`src/rtl/mce_pkg.sv`:
```
package mce_pkg;

  localparam int MCE_FIELD_W = 6;

  typedef enum logic [1:0] {
    ST_IDLE,
    ST_SKIP,
    ST_PIX,
    ST_ALIGN
  } walk_st_t;

  typedef struct packed {
    logic [MCE_FIELD_W-1:0] lclip;
    logic [MCE_FIELD_W-1:0] rclip;
    logic [MCE_FIELD_W-1:0] disc;
    logic [2:0]             alog;   // log2 of the row alignment in bits
  } mce_cfg_t;

  function automatic logic [2:0] align_log2(input logic [2:0] code);
    case (code)
      3'd1:    align_log2 = 3'd0;
      3'd2:    align_log2 = 3'd3;
      3'd3:    align_log2 = 3'd4;
      3'd4:    align_log2 = 3'd5;
      3'd5:    align_log2 = 3'd6;
      default: align_log2 = 3'd3;
    endcase
  endfunction

endpackage

```
`src/rtl/mce_cfg_decode.sv`:
```
module mce_cfg_decode
  import mce_pkg::*;
#(
  parameter int CTRL_W = 32
) (
  input  logic [CTRL_W-1:0] ctrl_word,
  output mce_cfg_t          cfg
);

  // Field positions are fixed by the software-visible control word layout.
  always_comb begin
    cfg.lclip = ctrl_word[5:0];
    cfg.rclip = ctrl_word[13:8];
    cfg.disc  = ctrl_word[21:16];
    cfg.alog  = align_log2(ctrl_word[26:24]);
  end

endmodule

```
`src/rtl/mce_bit_walker.sv`:
```
module mce_bit_walker
  import mce_pkg::*;
#(
  parameter int WORD_W = 64,
  parameter int DIM_W  = 16
) (
  input  logic              clk,
  input  logic              rst_n,
  input  logic              start_go,
  input  mce_cfg_t          cfg,
  input  logic [DIM_W-1:0]  width,
  input  logic [DIM_W-1:0]  rows,
  input  logic              src_valid,
  input  logic [WORD_W-1:0] src_data,
  output logic              src_ready,
  input  logic              out_free,
  output logic              emit,
  output logic              emit_bit,
  output logic              emit_vis,
  output logic              active
);

  localparam int PTR_W = $clog2(WORD_W);
  localparam int SUM_W = PTR_W + 1;

  walk_st_t          state_q;
  logic [PTR_W-1:0]  ptr_q;
  logic [WORD_W-1:0] hold_q;
  logic              hold_vld_q;
  logic [DIM_W-1:0]  col_q;
  logic [DIM_W-1:0]  row_q;
  logic [DIM_W-1:0]  width_q;
  logic [DIM_W-1:0]  rows_q;
  mce_cfg_t          cfg_q;

  logic [SUM_W-1:0]  skip_sum;
  logic [SUM_W-1:0]  amask;
  logic [SUM_W-1:0]  aligned;
  logic [PTR_W-1:0]  bit_idx;
  logic              last_col;

  always_comb begin
    skip_sum = SUM_W'(ptr_q) + SUM_W'(cfg_q.disc);
    amask    = (SUM_W'(1) << cfg_q.alog) - SUM_W'(1);
    aligned  = (SUM_W'(ptr_q) + amask) & ~amask;
    // byte lane from the upper pointer bits, MSB first inside the byte
    bit_idx  = {ptr_q[PTR_W-1:3], ~ptr_q[2:0]};
    last_col = (col_q == width_q - DIM_W'(1));
  end

  assign active    = (state_q != ST_IDLE);
  assign src_ready = (state_q == ST_PIX) && !hold_vld_q;
  assign emit      = (state_q == ST_PIX) && hold_vld_q && out_free;
  assign emit_bit  = hold_q[bit_idx];
  assign emit_vis  = ({1'b0, col_q} >= (DIM_W+1)'(cfg_q.lclip)) &&
                     (({1'b0, col_q} + (DIM_W+1)'(cfg_q.rclip)) < {1'b0, width_q});

  always_ff @(posedge clk or negedge rst_n) begin
    if (!rst_n) begin
      state_q    <= ST_IDLE;
      ptr_q      <= '0;
      hold_q     <= '0;
      hold_vld_q <= 1'b0;
      col_q      <= '0;
      row_q      <= '0;
      width_q    <= '0;
      rows_q     <= '0;
      cfg_q      <= '0;
    end else begin
      case (state_q)
        ST_IDLE: begin
          hold_vld_q <= 1'b0;
          if (start_go) begin
            cfg_q   <= cfg;
            width_q <= width;
            rows_q  <= rows;
            ptr_q   <= '0;
            col_q   <= '0;
            row_q   <= '0;
            state_q <= ST_SKIP;
          end
        end
        ST_SKIP: begin
          if (skip_sum[PTR_W]) hold_vld_q <= 1'b0;
          ptr_q   <= skip_sum[PTR_W-1:0];
          state_q <= ST_PIX;
        end
        ST_PIX: begin
          if (!hold_vld_q) begin
            if (src_valid) begin
              hold_q     <= src_data;
              hold_vld_q <= 1'b1;
            end
          end else if (out_free) begin
            ptr_q <= ptr_q + PTR_W'(1);
            if (&ptr_q) hold_vld_q <= 1'b0;
            if (last_col) begin
              col_q   <= '0;
              state_q <= ST_ALIGN;
            end else begin
              col_q <= col_q + DIM_W'(1);
            end
          end
        end
        ST_ALIGN: begin
          if (aligned[PTR_W]) hold_vld_q <= 1'b0;
          ptr_q <= aligned[PTR_W-1:0];
          if (row_q == rows_q - DIM_W'(1)) begin
            state_q <= ST_IDLE;
          end else begin
            row_q   <= row_q + DIM_W'(1);
            state_q <= ST_SKIP;
          end
        end
        default: state_q <= ST_IDLE;
      endcase
    end
  end


  col_bound_chk: assert property (@(posedge clk) disable iff (!rst_n)
    (state_q == ST_PIX) |-> (col_q < width_q));


  align_land_chk: assert property (@(posedge clk) disable iff (!rst_n)
    (state_q == ST_ALIGN) |=> ((SUM_W'(ptr_q) & amask) == '0));


  load_keep_chk: assert property (@(posedge clk) disable iff (!rst_n)
    (src_valid && src_ready) |=> hold_vld_q);

endmodule

```
`src/rtl/mce_pixel_out.sv`:
```
module mce_pixel_out #(
  parameter int PIX_W = 8
) (
  input  logic             clk,
  input  logic             rst_n,
  input  logic             start_go,
  input  logic [PIX_W-1:0] fg_in,
  input  logic [PIX_W-1:0] bg_in,
  input  logic             transp_in,
  input  logic             emit,
  input  logic             emit_bit,
  input  logic             emit_vis,
  input  logic             pix_ready,
  output logic             pix_valid,
  output logic [PIX_W-1:0] pix_data,
  output logic             pix_we,
  output logic             out_free
);

  logic [PIX_W-1:0] fg_q;
  logic [PIX_W-1:0] bg_q;
  logic             transp_q;

  assign out_free = !pix_valid || pix_ready;

  always_ff @(posedge clk or negedge rst_n) begin
    if (!rst_n) begin
      fg_q      <= '0;
      bg_q      <= '0;
      transp_q  <= 1'b0;
      pix_valid <= 1'b0;
      pix_data  <= '0;
      pix_we    <= 1'b0;
    end else begin
      if (start_go) begin
        fg_q     <= fg_in;
        bg_q     <= bg_in;
        transp_q <= transp_in;
      end
      if (emit) begin
        pix_valid <= 1'b1;
        pix_data  <= emit_bit ? fg_q : bg_q;
        pix_we    <= emit_vis && (emit_bit || !transp_q);
      end else if (pix_ready) begin
        pix_valid <= 1'b0;
      end
    end
  end


  stall_hold_chk: assert property (@(posedge clk) disable iff (!rst_n)
    (pix_valid && !pix_ready) |=> (pix_valid && $stable(pix_data) && $stable(pix_we)));


  transp_fg_chk: assert property (@(posedge clk) disable iff (!rst_n)
    (pix_valid && pix_we && transp_q) |-> (pix_data == fg_q));

endmodule

```
`src/rtl/mono_expand.sv`:
```
module mono_expand
  import mce_pkg::*;
#(
  parameter int WORD_W  = 64,
  parameter int PIX_W   = 8,
  parameter int DIM_W   = 16,
  parameter int CTRL_W  = 32,
  parameter int COLOR_W = 32
) (
  input  logic               clk,
  input  logic               rst_n,
  input  logic               start,
  input  logic [CTRL_W-1:0]  ctrl_word,
  input  logic [COLOR_W-1:0] fg_color,
  input  logic [COLOR_W-1:0] bg_color,
  input  logic               bg_transparent,
  input  logic [DIM_W-1:0]   row_width,
  input  logic [DIM_W-1:0]   row_count,
  output logic               busy,
  input  logic               src_valid,
  output logic               src_ready,
  input  logic [WORD_W-1:0]  src_data,
  output logic               pix_valid,
  input  logic               pix_ready,
  output logic [PIX_W-1:0]   pix_data,
  output logic               pix_we
);

  mce_cfg_t cfg;
  logic     start_go;
  logic     walk_active;
  logic     out_free;
  logic     emit;
  logic     emit_bit;
  logic     emit_vis;
  logic     unused_bits;

  assign unused_bits = ^{fg_color[COLOR_W-1:PIX_W], bg_color[COLOR_W-1:PIX_W],
                         ctrl_word[CTRL_W-1:27], ctrl_word[23:22],
                         ctrl_word[15:14], ctrl_word[7:6]};

  assign busy     = walk_active || pix_valid;
  assign start_go = start && !busy;

  mce_cfg_decode #(.CTRL_W(CTRL_W)) u_decode (
    .ctrl_word (ctrl_word),
    .cfg       (cfg)
  );

  mce_bit_walker #(.WORD_W(WORD_W), .DIM_W(DIM_W)) u_walker (
    .clk       (clk),
    .rst_n     (rst_n),
    .start_go  (start_go),
    .cfg       (cfg),
    .width     (row_width),
    .rows      (row_count),
    .src_valid (src_valid),
    .src_data  (src_data),
    .src_ready (src_ready),
    .out_free  (out_free),
    .emit      (emit),
    .emit_bit  (emit_bit),
    .emit_vis  (emit_vis),
    .active    (walk_active)
  );

  mce_pixel_out #(.PIX_W(PIX_W)) u_out (
    .clk       (clk),
    .rst_n     (rst_n),
    .start_go  (start_go),
    .fg_in     (fg_color[PIX_W-1:0]),
    .bg_in     (bg_color[PIX_W-1:0]),
    .transp_in (bg_transparent),
    .emit      (emit),
    .emit_bit  (emit_bit),
    .emit_vis  (emit_vis),
    .pix_ready (pix_ready),
    .pix_valid (pix_valid),
    .pix_data  (pix_data),
    .pix_we    (pix_we),
    .out_free  (out_free)
  );


  idle_quiet_chk: assert property (@(posedge clk) disable iff (!rst_n)
    !busy |-> (!pix_valid && !src_ready));

endmodule

```
`config.mk`:
```
export PLATFORM = sky130hd
export DESIGN_NAME = mono_expand
export DESIGN_NICKNAME = d
export VERILOG_FILES = /design/src/rtl/mce_pkg.sv /design/src/rtl/mce_cfg_decode.sv /design/src/rtl/mce_bit_walker.sv /design/src/rtl/mce_pixel_out.sv /design/src/rtl/mono_expand.sv
export SDC_FILE = /design/constraint.sdc
export NUM_CORES = 1
export LEC_CHECK = 0
export ABC_AREA = 1
export BUFFER_PORTS_ARGS = -buffer_cell sky130_fd_sc_hd__buf_2
export CORE_ASPECT_RATIO = 2
export CORE_MARGIN = 2
export CORE_UTILIZATION = 38
export CTS_BUF_LIST = sky130_fd_sc_hd__clkbuf_8 sky130_fd_sc_hd__clkbuf_16
export DETAILED_ROUTE_END_ITERATION = 8
export PLACE_DENSITY_LB_ADDON = 0.05
export SYNTH_ARGS = -nofsm -noshare
export SYNTH_HDL_FRONTEND = slang
export SYNTH_SLANG_ARGS = --single-unit
```
`constraint.sdc`:
```
create_clock -name clk -period 5.35 [get_ports clk]
set_input_delay 0.535 -clock clk [delete_from_list [all_inputs] [get_ports clk]]
set_output_delay 0.535 -clock clk [all_outputs]
set_load 0.02 [all_outputs]
```
### After elaboration in Yosys (flattened, before gate mapping)

Cells that the tools add are included.

* bits of input ports: 198
* register bits after elaboration: 185
* output and inout bits: 12

* $lt $le $gt $ge: 3
* equal/unequal tests: 16
* shifts and indexed selects: 1
* reductions and logical operators: 26
* mux-type cells: 30
* bitwise gates (word level): 4
* $add $sub $neg: 9

Operators with widths (count)
* $mux W16: 5
* $pmux W16 S2: 2
* $add A16 B1 Y16 const B: 2
* $eq A16 B16 Y1: 2
* $sub A16 B1 Y16 const B: 2
* $pmux W6 S4: 1
* $mux W6: 3
* $add A16 B6 Y17: 1
* $lt A17 B16 Y1: 1
* $ge A16 B6 Y1: 1
* $pmux W3 S4: 1
* $mux W1: 10
* $ne A2 B1 Y1 const B: 5
* $reduce_and A3 Y1: 3
* $mux W2: 4
* $mux W8: 1
* $pmux W2 S4: 1
* $reduce_and A4 Y1: 2
* $reduce_bool A2 Y1: 4
* $add A6 B6 Y7: 1
* $add A6 B7 Y7: 1
* $and A7 B7 Y7: 1
* $lt A6 B7 Y1 const B: 1
* $not A7 Y7: 1
* 19 further kinds: 33

### Longest topological paths before layout

* depth in word-level cells: 6
* depth in mapped cells: 20
* gate-level depth less buffers: 20

### Hierarchy

Synthesis repeated with hierarchy kept, for this count alone.

* cell total of the unflattened synthesis: 1506
* area, all modules: 11452.2 µm²

Modules (own cells, without submodules)
* mce_bit_walker: area an instance 10118.5 µm², times used 1, cells each 1340, sequential area each 3953.8 µm²
* mce_pixel_out: area an instance 1126.1 µm², times used 1, cells each 132, sequential area each 675.6 µm²
* mce_cfg_decode: area an instance 183.9 µm², times used 1, cells each 29, sequential area each 0.0 µm²
* mono_expand: area an instance 23.8 µm², times used 1, cells each 5, sequential area each 0.0 µm²

### Worst setup path after synthesis

Ideal clock, no wire load.

* kind: flip-flop to flip-flop
* start: register u_walker.col_q[0]
* end: register u_out.pix_we
* buffers on the path: 0
* arrival time: 2.706 ns
* stages on the path, launching flop included: 19
* required time: 5.232 ns
* slack: 2.526 ns
* setup time: 0.118 ns
* cells stage by stage: dfrtp_1 ha_1 inv_1 fa_1 nor4_1 o21ai_0 nor2_1 xor2_1 inv_1 ha_1 inv_1 nor3_1 a211oi_1 nand2_1 nand2_1 nand2_1 nand2_1 nand4_1 nand2_1

* word-level cells in the longest chain between the ends: 4
* elaborated cells between the ends (all ways): 5

RTL lines
* from (decl): RTL line mce_bit_walker.sv:30 `logic [DIM_W-1:0] col_q;`
* from (signal assigned): RTL line mce_bit_walker.sv:101 `col_q <= col_q + DIM_W'(1);`
* $add A16 B6 Y17: RTL line mce_bit_walker.sv:56 `(({1'b0, col_q} + (DIM_W+1)'(cfg_q.rclip)) < {1'b0, width_q});`
* $lt A17 B16 Y1: RTL line mce_bit_walker.sv:56
* $logic_and A1 B1 Y1 (*): RTL line mce_bit_walker.sv:55 `assign emit_vis = ({1'b0, col_q} >= (DIM_W+1)'(cfg_q.lclip)) &&`
* $logic_and A1 B1 Y1 (*): RTL line mce_pixel_out.sv:43 `pix_we <= emit_vis && (emit_bit || !transp_q);`
* to (signal assigned): RTL line mce_pixel_out.sv:43
* to (decl): RTL line mce_pixel_out.sv:16 `output logic pix_we,`

Every way passes the cells marked *; elsewhere a longest branch is shown, timed or not.
A chain may end at the register's enable or synchronous reset.

### Worst setup path in the final report

Same ends and word-level chain as after synthesis.

==> run_results.csv <==
group,metric,value,unit
clock_tree,cts_buffers,17,
worst_setup_path,regToRegSetupSlack,1.79,ns
yosys,yosysTopAreaCell,"dfrtp_1",
layout,fin_nets,1904,
worst_setup_path,critPathBufInv,3,
clock_tree,cts_resized,0,
global_routing,grt_util_all_layers,21.1,%
floorplan,fp.dieArea,31200,um2
timing,post-route-min-period,3.56,ns
worst_setup_path,critPathMaxFanout,6,
yosys,synthTopCellsByCount,"nand2_1 (601), dfrtp_1 (185), inv_1 (123)",
clock_tree,cts_hold_buf,0,
yosys,synth_enable_flop_cells,0,
clock_tree,clk_latency,0.45,ns
placement,post-place-cells,1999,
worst_setup_path,r2r-end,"u_out.pix_we",
power,power_density,528,nW/um2
floorplan,rows,89,
global_routing,grt_pass1_vias,9925,
worst_setup_path,r2r-start,"u_walker.col_q[0]",
yosys,synth_flop_cell,"dfrtp_1",
global_routing,antenna_found_initial,1,
placement,port_buffers,150,
timing,fmax,281,MHz
worst_setup_path,reg2reg_depth,18,
status,outcome,"complete, no violations",
layout,synthToLayoutAreaGrowth,14.8,%
worst_setup_path,cp_cell_sequence,"ha_1 -> inv_1 -> fa_1 -> nor4_1 -> o21ai_0 -> nor2_1 -> xor2_1 -> inv_1 -> ha_1 -> inv_1 -> nor3_1 -> a211oi_1 -> nand2_1 -> nand2_1 -> nand2_1 -> nand2_1 -> nand4_1 -> nand2_1",
route,drc_errors,0,
route,dr.pass1.iters,5,
timing,setup_violations,0,
global_routing,grt_pass1_wl,51500,um
yosys,synthCells,1531,
yosys,syn_avg_cell_area,7.36,um2
route,ant_nets,0,
worst_setup_path,path_common_cell,"nand2_1",
worst_setup_path,slowest_delay,0.46,ns
route,avgViaCountPerCell,4.95,
worst_setup_path,cp-end-kind,"flop",
clock_tree,clock-root-buffer,"clkbuf_16",
yosys,async_flop_share,100,%
clock_tree,cts_max_level,4,
clock_tree,cts.clk_slew.worst_paths,0.07,ns
timing,rsz0062_at_grt,"false",
worst_setup_path,path_class,"flop to flop",
layout,drive_above_1_share,13.7,%
global_routing,grt_max_degree,102,
clock_tree,post_cts_buffers,0,
yosys,yosys_warnings,0,
yosys,yosys-top-cells-area,"dfrtp_1 (41%), nand2_1 (20%), ha_1 (5.4%), xor2_1 (4.2%), inv_1 (4.1%)",
floorplan,fp.dieW,126,um
yosys,synth_area,11300,um2
yosys,ys_seq_elements,185,
route,num_vias,10100,
worst_setup_path,cp-start-kind,"flop",
timing,slew_headroom,31.2,%
floorplan,start_util,38.4,%
timing,final_max_slew_viol_count,0,
layout,stdcell_count,2031,
timing,tightest_slew,1.03,ns
timing,tns,0,ns
yosys,synth_top_area_share,41.1,%
floorplan,die-height,248,um
floorplan,pin_count,210,
clock_tree,cts_max_path_buffers,2,
timing,final-hold-violation-count,0,
job,cap_violations,0,
power,irDropWorstVdd,0.350,mV
timing,skew,0.00907,ns
yosys,yosysSeqAreaShare,41.1,%
layout,nFillCells,3156,
worst_setup_path,critPathRequiredTime,5.69,ns
timing,min_period_over_period,66.6,%
placement,hpwl,24000,um
route,drtIter0Drc,435,
worst_setup_path,path_delay_family,"simple AND/OR/NAND/NOR gates",
placement,place_congestion,0.843,
floorplan,core_area,29400,um2
worst_setup_path,cp.arrival,3.90,ns
global_routing,grt_overflow_total,0,
worst_setup_path,critPathSlowestCell,"dfrtp_1",
min_path,min_path_type,"input port to async pin",
route,wirelength,32400,um
yosys,syn_nets,1781,
yosys,yosysMostFrequentCell,"nand2_1",
power,p_total,6.83,mW
route,avgRoutedWirePerCell,15.9,um
clock_tree,cts_tree,"done",
yosys,yosys.cell_types.count,53,
power,leakage,6.68,nW
clock_tree,cts_sinks,185,
per-stage QoR:
stage	util, %	setup WS [ns]	instance area (um2)	hold WS (ns)
6_report	44.0	1.79	12900	0.126
5_1_grt	44.0	1.51	12900	0.243
4_1_cts	44.0	1.77	12900	0.222
3_5_place_dp	41.8	1.79	12300	0.462
3_3_place_gp	41.8	1.86	12300	0.457
2_1_floorplan	-	2.53	11300	0.239
cell type report:
cell class / count / area, um2 / share of cell area, %
Sequential cell: 185 / 4630 / 35.8
Clock buffer: 17 / 425 / 3.29
Clock inverter: 14 / 221 / 1.71
Antenna cell: 1 / 2.50 / 0.0193
Multi-Input combinational cell: 1160 / 5890 / 45.5
Timing Repair Buffer: 159 / 827 / 6.39
Tap cell: 364 / 455 / 3.52
Inverter: 131 / 495 / 3.83
registers in the layout, summed over array words and instances, names as in the netlist:
signal / count
u_walker.ptr_q: 6
u_out.bg_q: 8
u_walker.rows_q: 16
u_walker.hold_vld_q: 1
u_walker.cfg_q: 21
u_out.fg_q: 8
u_out.pix_data: 8
u_walker.width_q: 16
u_walker.hold_q: 64
u_walker.state_q: 2
u_out.pix_we: 1
u_out.pix_valid: 1
u_walker.col_q: 16
u_out.transp_q: 1
u_walker.row_q: 16
how the worst max path moves through the flow:
stage | endpoint | cells past startpoint | slack, ns | startpoint
3_5_place_dp | u_out.pix_we | 18 | 1.79 | u_walker.col_q[0]
5_1_grt | u_out.pix_we | 18 | 1.51 | u_walker.col_q[0]
6_report | u_out.pix_we | 18 | 1.79 | u_walker.col_q[0]
4_1_cts | u_out.pix_we | 18 | 1.77 | u_walker.col_q[0]
2_1_floorplan | u_out.pix_we | 18 | 2.53 | u_walker.col_q[0]
3_3_place_gp | u_out.pix_we | 18 | 1.86 | u_walker.col_q[0]
worst register-to-register path: stages (launching register included):
cell and delay (ns):
dfrtp_1 0.46, ha_1 0.24, inv_1 0.07, fa_1 0.43
nor4_1 0.43, o21ai_0 0.25, nor2_1 0.27, xor2_1 0.24
inv_1 0.07, ha_1 0.29, inv_1 0.05, nor3_1 0.17
a211oi_1 0.06, nand2_1 0.11, nand2_1 0.06, nand2_1 0.08
nand2_1 0.06, nand4_1 0.08, nand2_1 0.05
cells in the final DEF, fill, tap and decap left out, types with 3 or more instances in the layout:
master	synthesis	routed
a21oi_1	41	41
nand2_4	3	3
fa_1	3	3
nor3_1	23	23
nand4_1	15	15
nand3b_1	9	9
buf_4	5	9
nor2_1	100	100
xor2_1	54	54
a21boi_0	5	5
xnor2_1	21	21
clkbuf_16	0	17
bufinv_16	0	5
clkinv_4	0	3
buf_2	6	149
o21ai_1	9	9
inv_1	123	122
nand2_2	5	6
nand3_1	78	78
ha_1	49	49
a21o_1	3	3
inv_2	5	6
dfrtp_1	185	185
o21ai_0	79	79
nor2_2	8	8
nand2_1	601	600
nor2_4	6	6
nor4_1	7	7
o22ai_1	9	9
o211ai_1	7	7
report_power, final:
group	internal (mW)	switching [mW]
clock network	0.833	0.593
logic	1.06	1.97
registers	1.94	0.431
logic make-up (layout without fill, tap and decap cells):
group / Yosys count / in the layout / synth area share, %
flip-flops: 185 / 185 / 41.1
buffers and inverters: 186 / 321 / 6.74
adder cells (fa/ha/maj): 52 / 52 / 5.97
other: 0 / 1 / 0
AO/OA/AOI/OAI: 167 / 167 / 8.21
AND/OR/NAND/NOR: 866 / 866 / 32.2
XOR/XNOR: 75 / 75 / 5.83
routing by layer:
layer / wire length (um) / global-route usage [%] / vias up
li1: - / - / 5113
met1: 12300 / 23.0 / 4712
met2: 18400 / 41.1 / 182
met3: 777 / 2.76 / 43
met4: 884 / 7.85 / 0
met5: 0 / 0 / -
(Power assumes the default switching activity.)
